## config.mk

```make
export PLATFORM = sky130hd
export DESIGN_NAME = therm_alarm_top
export DESIGN_NICKNAME = d
export VERILOG_FILES = /design/src/rtl/therm_alarm_pkg.sv /design/src/rtl/therm_alarm_regs.sv /design/src/rtl/therm_alarm_cmp.sv /design/src/rtl/therm_alarm_evt.sv /design/src/rtl/therm_alarm_top.sv
export SDC_FILE = /design/constraint.sdc
export NUM_CORES = 1
export LEC_CHECK = 0
export ABC_CLOCK_PERIOD_IN_PS = 3870
export BUFFER_PORTS_ARGS = -buffer_cell sky130_fd_sc_hd__buf_2
export CELL_PAD_IN_SITES_DETAIL_PLACEMENT = 1
export CELL_PAD_IN_SITES_GLOBAL_PLACEMENT = 2
export CORE_MARGIN = 2
export CORE_UTILIZATION = 37
export DETAILED_ROUTE_END_ITERATION = 16
export PLACE_DENSITY_LB_ADDON = 0.1
export SYNTH_ARGS = -nofsm -noshare
export SYNTH_HDL_FRONTEND = slang
export SYNTH_SLANG_ARGS = --single-unit
```

## constraint.sdc

```tcl
create_clock -name clk -period 3.87 [get_ports clk]
set_input_delay 0.5805 -clock clk [delete_from_list [all_inputs] [get_ports clk]]
set_output_delay 0.5805 -clock clk [all_outputs]
set_load 0.02 [all_outputs]
```

## src/rtl/therm_alarm_pkg.sv

```systemverilog
// Shared types and helpers for the temperature alarm event generator.
// Assumes 0.25 degC per temperature LSB when decoding hysteresis.
package therm_alarm_pkg;

    typedef enum logic [1:0] {
        MODE_LATCH = 2'b00,
        MODE_TRACK = 2'b01,
        MODE_CRIT  = 2'b10,
        MODE_TRACK2 = 2'b11
    } alarm_mode_e;

    typedef struct packed {
        logic        en;
        alarm_mode_e mode;
        logic [1:0]  hyst;
    } alarm_cfg_t;

    localparam int HYST_W = 5;

    // Hysteresis code to LSB count: 0, 1.5, 3 and 6 degC.
    function automatic logic [HYST_W-1:0] hyst_lsb(input logic [1:0] code);
        case (code)
            2'b00:   return 5'd0;
            2'b01:   return 5'd6;
            2'b10:   return 5'd12;
            default: return 5'd24;
        endcase
    endfunction

endpackage

```

## src/rtl/therm_alarm_regs.sv

```systemverilog
// Register bank: config, upper, lower and critical thresholds.
// Assumes data width equals temperature width; config uses bits [5:0].
module therm_alarm_regs
    import therm_alarm_pkg::*;
#(
    parameter int TW = 11,
    parameter int AW = 2
) (
    input  logic          clk,
    input  logic          rst_n,
    input  logic          wr_en,
    input  logic [AW-1:0] wr_addr,
    input  logic [TW-1:0] wr_data,
    output alarm_cfg_t    cfg,
    output logic [TW-1:0] thr_hi,
    output logic [TW-1:0] thr_lo,
    output logic [TW-1:0] thr_crit,
    output logic          clr_pulse
);
    localparam logic [AW-1:0] A_CFG  = AW'(0);
    localparam logic [AW-1:0] A_HI   = AW'(1);
    localparam logic [AW-1:0] A_LO   = AW'(2);
    localparam logic [AW-1:0] A_CRIT = AW'(3);
    localparam int CLR_BIT = 5;

    // Register storage with synchronous reset.
    always_ff @(posedge clk) begin
        if (!rst_n) begin
            cfg      <= '0;
            thr_hi   <= '0;
            thr_lo   <= '0;
            thr_crit <= '0;
        end else if (wr_en) begin
            case (wr_addr)
                A_CFG: begin
                    cfg.en   <= wr_data[0];
                    cfg.mode <= alarm_mode_e'(wr_data[2:1]);
                    cfg.hyst <= wr_data[4:3];
                end
                A_HI:    thr_hi   <= wr_data;
                A_LO:    thr_lo   <= wr_data;
                A_CRIT:  thr_crit <= wr_data;
                default: ;
            endcase
        end
    end

    // Clear action: a config write carrying the clear bit.
    always_comb clr_pulse = wr_en && (wr_addr == A_CFG) && wr_data[CLR_BIT];

endmodule

```

## src/rtl/therm_alarm_cmp.sv

```systemverilog
// One threshold comparator with release hysteresis.
// HIGH_SIDE=1 flags samples above the threshold, 0 flags samples below it.
// Assumes the flag is only evaluated on the sample strobe.
module therm_alarm_cmp
    import therm_alarm_pkg::*;
#(
    parameter int TW = 11,
    parameter bit HIGH_SIDE = 1'b1
) (
    input  logic          clk,
    input  logic          rst_n,
    input  logic          smp_valid,
    input  logic [TW-1:0] temp,
    input  logic [TW-1:0] thr,
    input  logic [1:0]    hyst,
    output logic          flag_q,
    output logic          flag_d
);
    localparam int WW = TW + 2;

    logic signed [WW-1:0] t_w, thr_w, h_w, rel_pt;
    logic set_c, rel_c;

    // Sign-extend operands so threshold +/- hysteresis cannot overflow.
    always_comb begin
        t_w   = {{2{temp[TW-1]}}, temp};
        thr_w = {{2{thr[TW-1]}}, thr};
        h_w   = {{(WW-HYST_W){1'b0}}, hyst_lsb(hyst)};
    end

    generate
        if (HIGH_SIDE) begin : g_high
            // Above-threshold detection, release at threshold minus hysteresis.
            always_comb begin
                rel_pt = thr_w - h_w;
                set_c  = t_w > thr_w;
                rel_c  = t_w <= rel_pt;
            end
        end else begin : g_low
            // Below-threshold detection, release at threshold plus hysteresis.
            always_comb begin
                rel_pt = thr_w + h_w;
                set_c  = t_w < thr_w;
                rel_c  = t_w >= rel_pt;
            end
        end
    endgenerate

    // Next flag value: only a strobed sample can move it.
    always_comb begin
        if (!smp_valid)  flag_d = flag_q;
        else if (flag_q) flag_d = !rel_c;
        else             flag_d = set_c;
    end

    // Flag register.
    always_ff @(posedge clk) begin
        if (!rst_n) flag_q <= 1'b0;
        else        flag_q <= flag_d;
    end

    // no strobe, no flag movement.
    assert_flag_needs_strobe_R8: assert property (@(posedge clk) disable iff (!rst_n)
        !smp_valid |=> $stable(flag_q));

    generate
        if (HIGH_SIDE) begin : g_chk_high
            // a high-side flag only releases at or below threshold minus hysteresis.
            assert_release_point_R3: assert property (@(posedge clk) disable iff (!rst_n)
                flag_q && smp_valid && (t_w > thr_w - h_w) |=> flag_q);
        end else begin : g_chk_low
            // a low-side flag only releases at or above threshold plus hysteresis.
            assert_release_point_R3: assert property (@(posedge clk) disable iff (!rst_n)
                flag_q && smp_valid && (t_w < thr_w + h_w) |=> flag_q);
        end
    endgenerate

endmodule

```

## src/rtl/therm_alarm_evt.sv

```systemverilog
// Event mode logic: interrupt latch, comparator tracking, critical override.
// Assumes flags and their next values come from the comparators.
module therm_alarm_evt
    import therm_alarm_pkg::*;
(
    input  logic       clk,
    input  logic       rst_n,
    input  alarm_cfg_t cfg,
    input  logic       smp_valid,
    input  logic       clr_pulse,
    input  logic       hi_q,
    input  logic       hi_d,
    input  logic       lo_q,
    input  logic       lo_d,
    input  logic       cr_q,
    input  logic       cr_d,
    output logic       evt_n
);
    logic latch_q, int_mode, fresh, active;

    // Interrupt mode qualifier and fresh-crossing detect.
    always_comb begin
        int_mode = cfg.en && (cfg.mode == MODE_LATCH);
        fresh    = smp_valid && ((hi_d && !hi_q) || (lo_d && !lo_q) || (cr_d && !cr_q));
    end

    // Interrupt latch: set on a fresh crossing, cleared by software unless critical.
    always_ff @(posedge clk) begin
        if (!rst_n)                   latch_q <= 1'b0;
        else if (!int_mode)           latch_q <= 1'b0;
        else if (fresh)               latch_q <= 1'b1;
        else if (clr_pulse && !cr_q)  latch_q <= 1'b0;
    end

    // Output decode per mode, with the critical override on top.
    always_comb begin
        if (!cfg.en)      active = 1'b0;
        else if (cr_q)    active = 1'b1;
        else begin
            case (cfg.mode)
                MODE_LATCH: active = latch_q;
                MODE_CRIT:  active = 1'b0;
                default:    active = hi_q || lo_q;
            endcase
        end
        evt_n = !active;
    end

    // the latch only drops through a clear or by leaving interrupt mode.
    assert_latch_holds_R4: assert property (@(posedge clk) disable iff (!rst_n)
        int_mode && latch_q && !clr_pulse |=> latch_q);

    // a clear during a critical condition leaves the latch set.
    assert_crit_blocks_clear_R7: assert property (@(posedge clk) disable iff (!rst_n)
        int_mode && latch_q && cr_q && clr_pulse |=> latch_q);

    // a disabled block keeps the line idle.
    assert_disabled_idle_R9: assert property (@(posedge clk) disable iff (!rst_n)
        !cfg.en |-> evt_n);

endmodule

```

## src/rtl/therm_alarm_top.sv

```systemverilog
// Temperature alarm event generator top: registers, three comparators, mode logic.
// Assumes one sample per smp_valid strobe; synchronous active-low reset.
module therm_alarm_top
    import therm_alarm_pkg::*;
#(
    parameter int TW = 11,
    parameter int AW = 2
) (
    input  logic          clk,
    input  logic          rst_n,
    input  logic          smp_valid,
    input  logic [TW-1:0] smp_temp,
    input  logic          wr_en,
    input  logic [AW-1:0] wr_addr,
    input  logic [TW-1:0] wr_data,
    output logic          evt_n
);
    localparam int NCMP = 3;
    localparam bit [NCMP-1:0] SIDE = 3'b101; // crit, lo, hi

    alarm_cfg_t    cfg;
    logic [TW-1:0] thr_hi, thr_lo, thr_crit;
    logic          clr_pulse;
    logic [TW-1:0] thr_v [NCMP];
    logic [NCMP-1:0] fq, fd;

    therm_alarm_regs #(.TW(TW), .AW(AW)) regs_i (
        .clk(clk), .rst_n(rst_n), .wr_en(wr_en), .wr_addr(wr_addr), .wr_data(wr_data),
        .cfg(cfg), .thr_hi(thr_hi), .thr_lo(thr_lo), .thr_crit(thr_crit),
        .clr_pulse(clr_pulse)
    );

    // Threshold routing to the comparator array.
    always_comb begin
        thr_v[0] = thr_hi;
        thr_v[1] = thr_lo;
        thr_v[2] = thr_crit;
    end

    generate
        for (genvar i = 0; i < NCMP; i++) begin : g_cmp
            therm_alarm_cmp #(.TW(TW), .HIGH_SIDE(SIDE[i])) cmp_i (
                .clk(clk), .rst_n(rst_n), .smp_valid(smp_valid), .temp(smp_temp),
                .thr(thr_v[i]), .hyst(cfg.hyst), .flag_q(fq[i]), .flag_d(fd[i])
            );
        end
    endgenerate

    therm_alarm_evt evt_i (
        .clk(clk), .rst_n(rst_n), .cfg(cfg), .smp_valid(smp_valid), .clr_pulse(clr_pulse),
        .hi_q(fq[0]), .hi_d(fd[0]), .lo_q(fq[1]), .lo_d(fd[1]),
        .cr_q(fq[2]), .cr_d(fd[2]), .evt_n(evt_n)
    );

    // the line is idle in the cycle after reset.
    assert_reset_idle_R1: assert property (@(posedge clk)
        !rst_n |=> evt_n);

endmodule

```

# Word level (Yosys, flattened, before mapping)
# Cells that the tools add are included.
totals:
  register_bits: 42
  out_inout_bits: 1
  wordCells: 64
classes:
  add_sub_neg: 3
  n_lt_le_gt_ge: 6
  eq_ne: 6
  muxes: 12
  n_reduce_logical: 27
ops:
  columns: ["op", "count"]
  rows:
  - ["$le A11 B12 Y1", 2]
  - ["$sub A11 B6 Y12", 2]
  - ["$gt A11 B11 Y1", 2]
  - ["$pmux W5 S3", 1]
  - ["$add A11 B6 Y12", 1]
  - ["$ge A11 B12 Y1", 1]
  - ["$lt A11 B11 Y1", 1]
  - ["$mux W1", 10]
  - ["$reduce_and A2 Y1", 5]
  - ["$eq A2 B2 Y1 const B", 4]
  - ["$logic_and A1 B1 Y1", 8]
  - ["$logic_not A1 Y1", 7]
  - ["$logic_not A2 Y1", 3]
  - ["$eq A2 B1 Y1 const B", 2]
  - ["$logic_or A1 B1 Y1", 3]
  - ["$pmux W1 S2", 1]
  - ["$reduce_bool A2 Y1", 1]

# Depth between registers and ports, before layout
depth:
  ltp_word: 12
  depth_mapped: 16
  depth_no_buf: 16

# Modules after synthesis
# Synthesis repeated with hierarchy kept, for this count alone.
unflattened:
  cells_unflattened: 491
  hier_area_um2: 4185.3
modules_own_cells:
  columns: ["mod", "instances", "cells_per_inst", "area_per_inst_um2", "seq_area_each_um2"]
  rows:
  - ["therm_alarm_regs", 1, 140, 1413.9, 760.7]
  - ["therm_alarm_cmp at g_cmp[1].cmp_i", 1, 111, 893.4, 20.0]
  - ["therm_alarm_cmp at g_cmp[2].cmp_i", 1, 114, 890.9, 20.0]
  - ["therm_alarm_cmp at g_cmp[0].cmp_i", 1, 112, 884.6, 20.0]
  - ["therm_alarm_evt", 1, 14, 102.6, 20.0]

# Worst setup path before layout
# OpenSTA, ideal clock, no wires.
synth_timing:
  path_type: "flip-flop to flip-flop"
  start: "reg, netlist name regs_i.cfg[0]"
  end: "reg g_cmp[1].cmp_i.flag_q"
  setup_time_ns: 0.132
  arrival_time_ns: 3.103
  required_ns: 3.738
  slack_ns: 0.635
  path_stages_with_launch: 16
  synth_period_minus_slack_ns: 3.235
  path_cell_list: "dfxtp_1 > inv_1 > ha_1 > inv_1 > fa_1 > a21o_2 > a21oi_1 > mux2i_1 > or4b_1 > xnor2_1 > ha_1 > nand4_1 > o21ba_2 > a211o_1 > o311ai_0 > a21oi_1"
synth_via:
  elab_chain_len: 7
  word_cells_on_any_way: 9
synth_lines:
  columns: ["element", "line_no", "source"]
  rows:
  - ["$eq A2 B2 Y1 (tied with other cells)", "therm_alarm_pkg.sv:22", "case (code)"]
  - ["$pmux W5 S3 *", "therm_alarm_pkg.sv:22", null]
  - ["$add A11 B6 Y12 *", "therm_alarm_cmp.sv:42", "rel_pt = thr_w + h_w;"]
  - ["$ge A11 B12 Y1 *", "therm_alarm_cmp.sv:44", "rel_c = t_w >= rel_pt;"]
  - ["$logic_not A1 Y1 *", "therm_alarm_cmp.sv:52", "else if (flag_q) flag_d = !rel_c;"]
  - ["$mux W1 *", "therm_alarm_cmp.sv:52", null]
  - ["$mux W1 *", "therm_alarm_cmp.sv:51", "if (!smp_valid) flag_d = flag_q;"]
  - ["to (signal assigned)", "therm_alarm_cmp.sv:59", "else flag_q <= flag_d;"]
  - ["to (decl)", "therm_alarm_cmp.sv:16", "output logic flag_q,"]
# Every way passes the cells marked *; elsewhere a longest branch is shown, timed or not.
# A chain may end at the register's enable or synchronous reset.

# Final worst setup path
layout_timing:
  start: "reg, netlist name regs_i.cfg[0]"
  end: "reg g_cmp[1].cmp_i.flag_q"
layout_via:
  elab_chain_len: 7
  word_cells_on_any_way: 9
layout_lines:
  columns: ["element", "line_no"]
  rows:
  - ["$eq A2 B2 Y1 (tied with other cells)", "therm_alarm_pkg.sv:22"]
  - ["$pmux W5 S3 *", "therm_alarm_pkg.sv:22"]
  - ["$add A11 B6 Y12 *", "therm_alarm_cmp.sv:42"]
  - ["$ge A11 B12 Y1 *", "therm_alarm_cmp.sv:44"]
  - ["$logic_not A1 Y1 *", "therm_alarm_cmp.sv:52"]
  - ["$mux W1 *", "therm_alarm_cmp.sv:52"]
  - ["$mux W1 *", "therm_alarm_cmp.sv:51"]
# Marked as above.

==> results.md <==
- Status: complete, no violations
- Clk Latency, worst-skew pair: 300 ps
- Post-synthesis cell type count: 54
- Layout Cells excl Fill: 659
- Largest net degree at the start of global routing: 41
- # rows: 37
- Commonest cells in the synthesized netlist: ha_1, nand2_1, inv_1, a21oi_1, dfxtp_1
- IO buf count: 28
- Worst vdd ir: 159 uV
- Drt total wl: 13.0 mm
- Gr ovfl total: 0
- EDFF count, synth: 0
- Fin nets: 632
- PostCTS Resize Cnt: 0
- Final setup viols: 0
- Antenna-violating nets left: 0
- Die area: 11,600 um^2
- # clock sinks: 42
- R2r endpoint: g_cmp[1].cmp_i.flag_q$_SDFF_PN0_
- Critical Path Fanout Max: 4
- Worst R2R Start: regs_i.cfg[0]$_SDFFE_PN0P_
- H-tree lvl count: 2
- Max-Cap Viols: 0
- Register-to-Register Path Depth: 15
- Placed Cells incl. Taps: 651
- Synth Flop Type: dfxtp_1
- Pins Over Slew Limit: 0
- CP Launch Type: flop
- Final period util: 92.5%
- Clock-pin slew on the worst setup and hold paths: 90 ps
- Leading area contributor after synthesis: ha_1
- Setup Skew: 8.66 ps
- DP Area: 4240 um^2
- Routed via count: 3,656
- First-pass GRT wire length: 20.9 mm
- Iteration count of the initial detailed-routing pass: 4
- Leak: 1.84 nW
- Fillers: 1,310
- Initial Utilization: 38.3%
- Reg2reg setup slack: 290 ps
- Area fraction of the dominant cell type after synthesis: 24.9%
- Dominant cells by area after synthesis: ha_1, dfxtp_1, nand2_1
- Cell Area, Synth: 3970 um^2
- Setup tns final: 0 ps
- Req. time, crit path: 4050 ps
- Synth warn: 0
- Die Width: 108 um
- Final Instance Area: 4350 um^2
- N_diodes: 0
- Syn Nets: 607
- Final GP Congestion: 0.856
- Initial drt markers: 144
- RSZ-0062 raised after global routing: false
- CTS tree: yes
- Hold Buf Count CTS: 0
- Synth async-reset ratio: 0%
- Die Y: 108 um
- Vias/cell: 5.55
- Most numerous cell in the Yosys netlist: ha_1
- Fin. Hold Viols: 0
- Setup crit start: regs_i.cfg[0]$_SDFFE_PN0P_
- Post-Syn Area per Cell: 7.99 um^2
- GRT Total Usage: 24.0%
- Critical Path Sink: g_cmp[1].cmp_i.flag_q$_SDFF_PN0_
- Fraction of layout instances using a drive strength above 1: 9.37%
- Rel. slew slack: 48.5%
- Initial antenna violation count: 0
- P per Cell Area: 276 nW/um^2
- F_max: 0.279 GHz
- #FFs+latches synth: 42
- Sequential share of the synthesized area: 21.2%
- Crit path kind: flop to flop
- Cts bufs inserted: 5
- Vias in the first global route: 3,810
- Postcts setup bufs: 0
- HPWL Detailed: 10.8 mm
- DR WL/cell: 19.7 um
- Cells after Synth: 497
- Worst Max-Slew Pin Slew: 770 ps
- HP Class: flop to flop
- Tmin final: 3580 ps
- Clock Tree Buf Depth: 2
- CP Capture Type: flop
- Fin util: 42.0%
- Min-delay src: regs_i.thr_crit[1]$_SDFFE_PN0P_
- DRC: 0
- Critical path arrival: 3760 ps
- Core Box Area: 10,400 um^2
- Clk root buf: clkbuf_8
- Area grow syn2layout: 9.51%
- IO Pins: 29
sequential cells by signal, summed over array words and instances (netlist names):
signal / cells
evt_i.latch_q: 1
g_cmp.cmp_i.flag_q: 3
regs_i.thr_crit: 11
regs_i.thr_hi: 11
regs_i.thr_lo: 11
regs_i.cfg: 5
cells in the final DEF, fill, tap and decap left out, types with 3 or more instances in the layout:
cell / count
ha_1: 79
nand2_1: 66
inv_1: 52
a21oi_1: 47
dfxtp_1: 42
buf_2: 28
nor2_1: 24
xnor2_1: 20
mux2i_1: 15
nand4_1: 14
o21ai_0: 14
nor3_1: 11
nand3_1: 9
nor2b_1: 9
a31oi_1: 7
a21o_1: 6
clkbuf_8: 6
a211oi_1: 4
and3_1: 4
or3_1: 4
o211ai_1: 3
o31ai_1: 3
a221o_1: 3
nand3b_1: 3
nand2b_1: 3
and2_1: 3
fa_1: 3
critical path, cell delays in order (launching register included):
cell and delay (ps):
dfxtp_1 390, inv_1 80, ha_1 380, inv_1 170, fa_1 230, a21o_2 140, a21oi_1 70, mux2i_2 220
or4b_1 480, xnor2_1 140, ha_1 310, nand4_1 140, o21ba_2 250, a211o_1 230, o311ai_0 100, a21oi_1 100
metal layers:
| layer | vias up | part of all wire, % | wire length [um] | GRT usage, % |
|---|---|---|---|---|
| li1 | 1818 | - | - | - |
| met1 | 1751 | 49 | 6310 | 33.3 |
| met2 | 64 | 44 | 5670 | 37.9 |
| met3 | 23 | 4.3 | 561 | 3.03 |
| met4 | 0 | 3.4 | 447 | 8.97 |
| met5 | - | 0 | 0 | 0 |
through the flow:
stage | worst slack, ps | hold WS (ps) | power [mW]
finish | 291 | 473 | 1.20
global route | 46.1 | 492 | 1.29
CTS | 259 | 474 | 1.21
detailed placement | 292 | 462 | 0.885
global placement | 426 | 445 | 0.868
floorplan | 635 | 436 | 0.751
worst min-delay path by stage:
stage / end / slack (ps) / depth (start not counted)
2_1_floorplan: regs_i.thr_crit[1]$_SDFFE_PN0P_ / 440 / 2
3_5_place_dp: regs_i.thr_crit[1]$_SDFFE_PN0P_ / 460 / 2
4_1_cts: regs_i.thr_crit[1]$_SDFFE_PN0P_ / 470 / 2
3_3_place_gp: regs_i.thr_crit[1]$_SDFFE_PN0P_ / 450 / 2
5_1_grt: regs_i.thr_crit[1]$_SDFFE_PN0P_ / 490 / 2
6_report: regs_i.thr_crit[1]$_SDFFE_PN0P_ / 470 / 2
area by class of cell:
class,instances,area (um^2),area share [%]
flip-flops and latches,42,841,19.3
well taps,136,170,3.91
multi-input cells,391,2890,66.5
clock buffers,6,82.6,1.90
clock inverters,2,16.3,0.374
inverters,53,200,4.60
repair buffers,29,148,3.39
cell families after synthesis:
logic type	after synthesis	synth area share, %
simple gates	159	19.2
compound gates	113	18.3
fa+ha+maj	82	26.4
buf+inv	64	6.24
flops	42	21.2
xor+xnor	21	4.63
mux	16	4.03
power breakdown:
| part | leakage (nW) | switching [mW] | internal (mW) | total (mW) |
|---|---|---|---|---|
| Sequential | 0.342 | 0.0211 | 0.449 | 0.470 |
| Clock | 0.0478 | 0.177 | 0.147 | 0.325 |
| Combinational | 1.45 | 0.235 | 0.171 | 0.406 |
| Total | 1.84 | 0.433 | 0.767 | 1.20 |
Note: power is estimated with default switching activity, not from simulation.
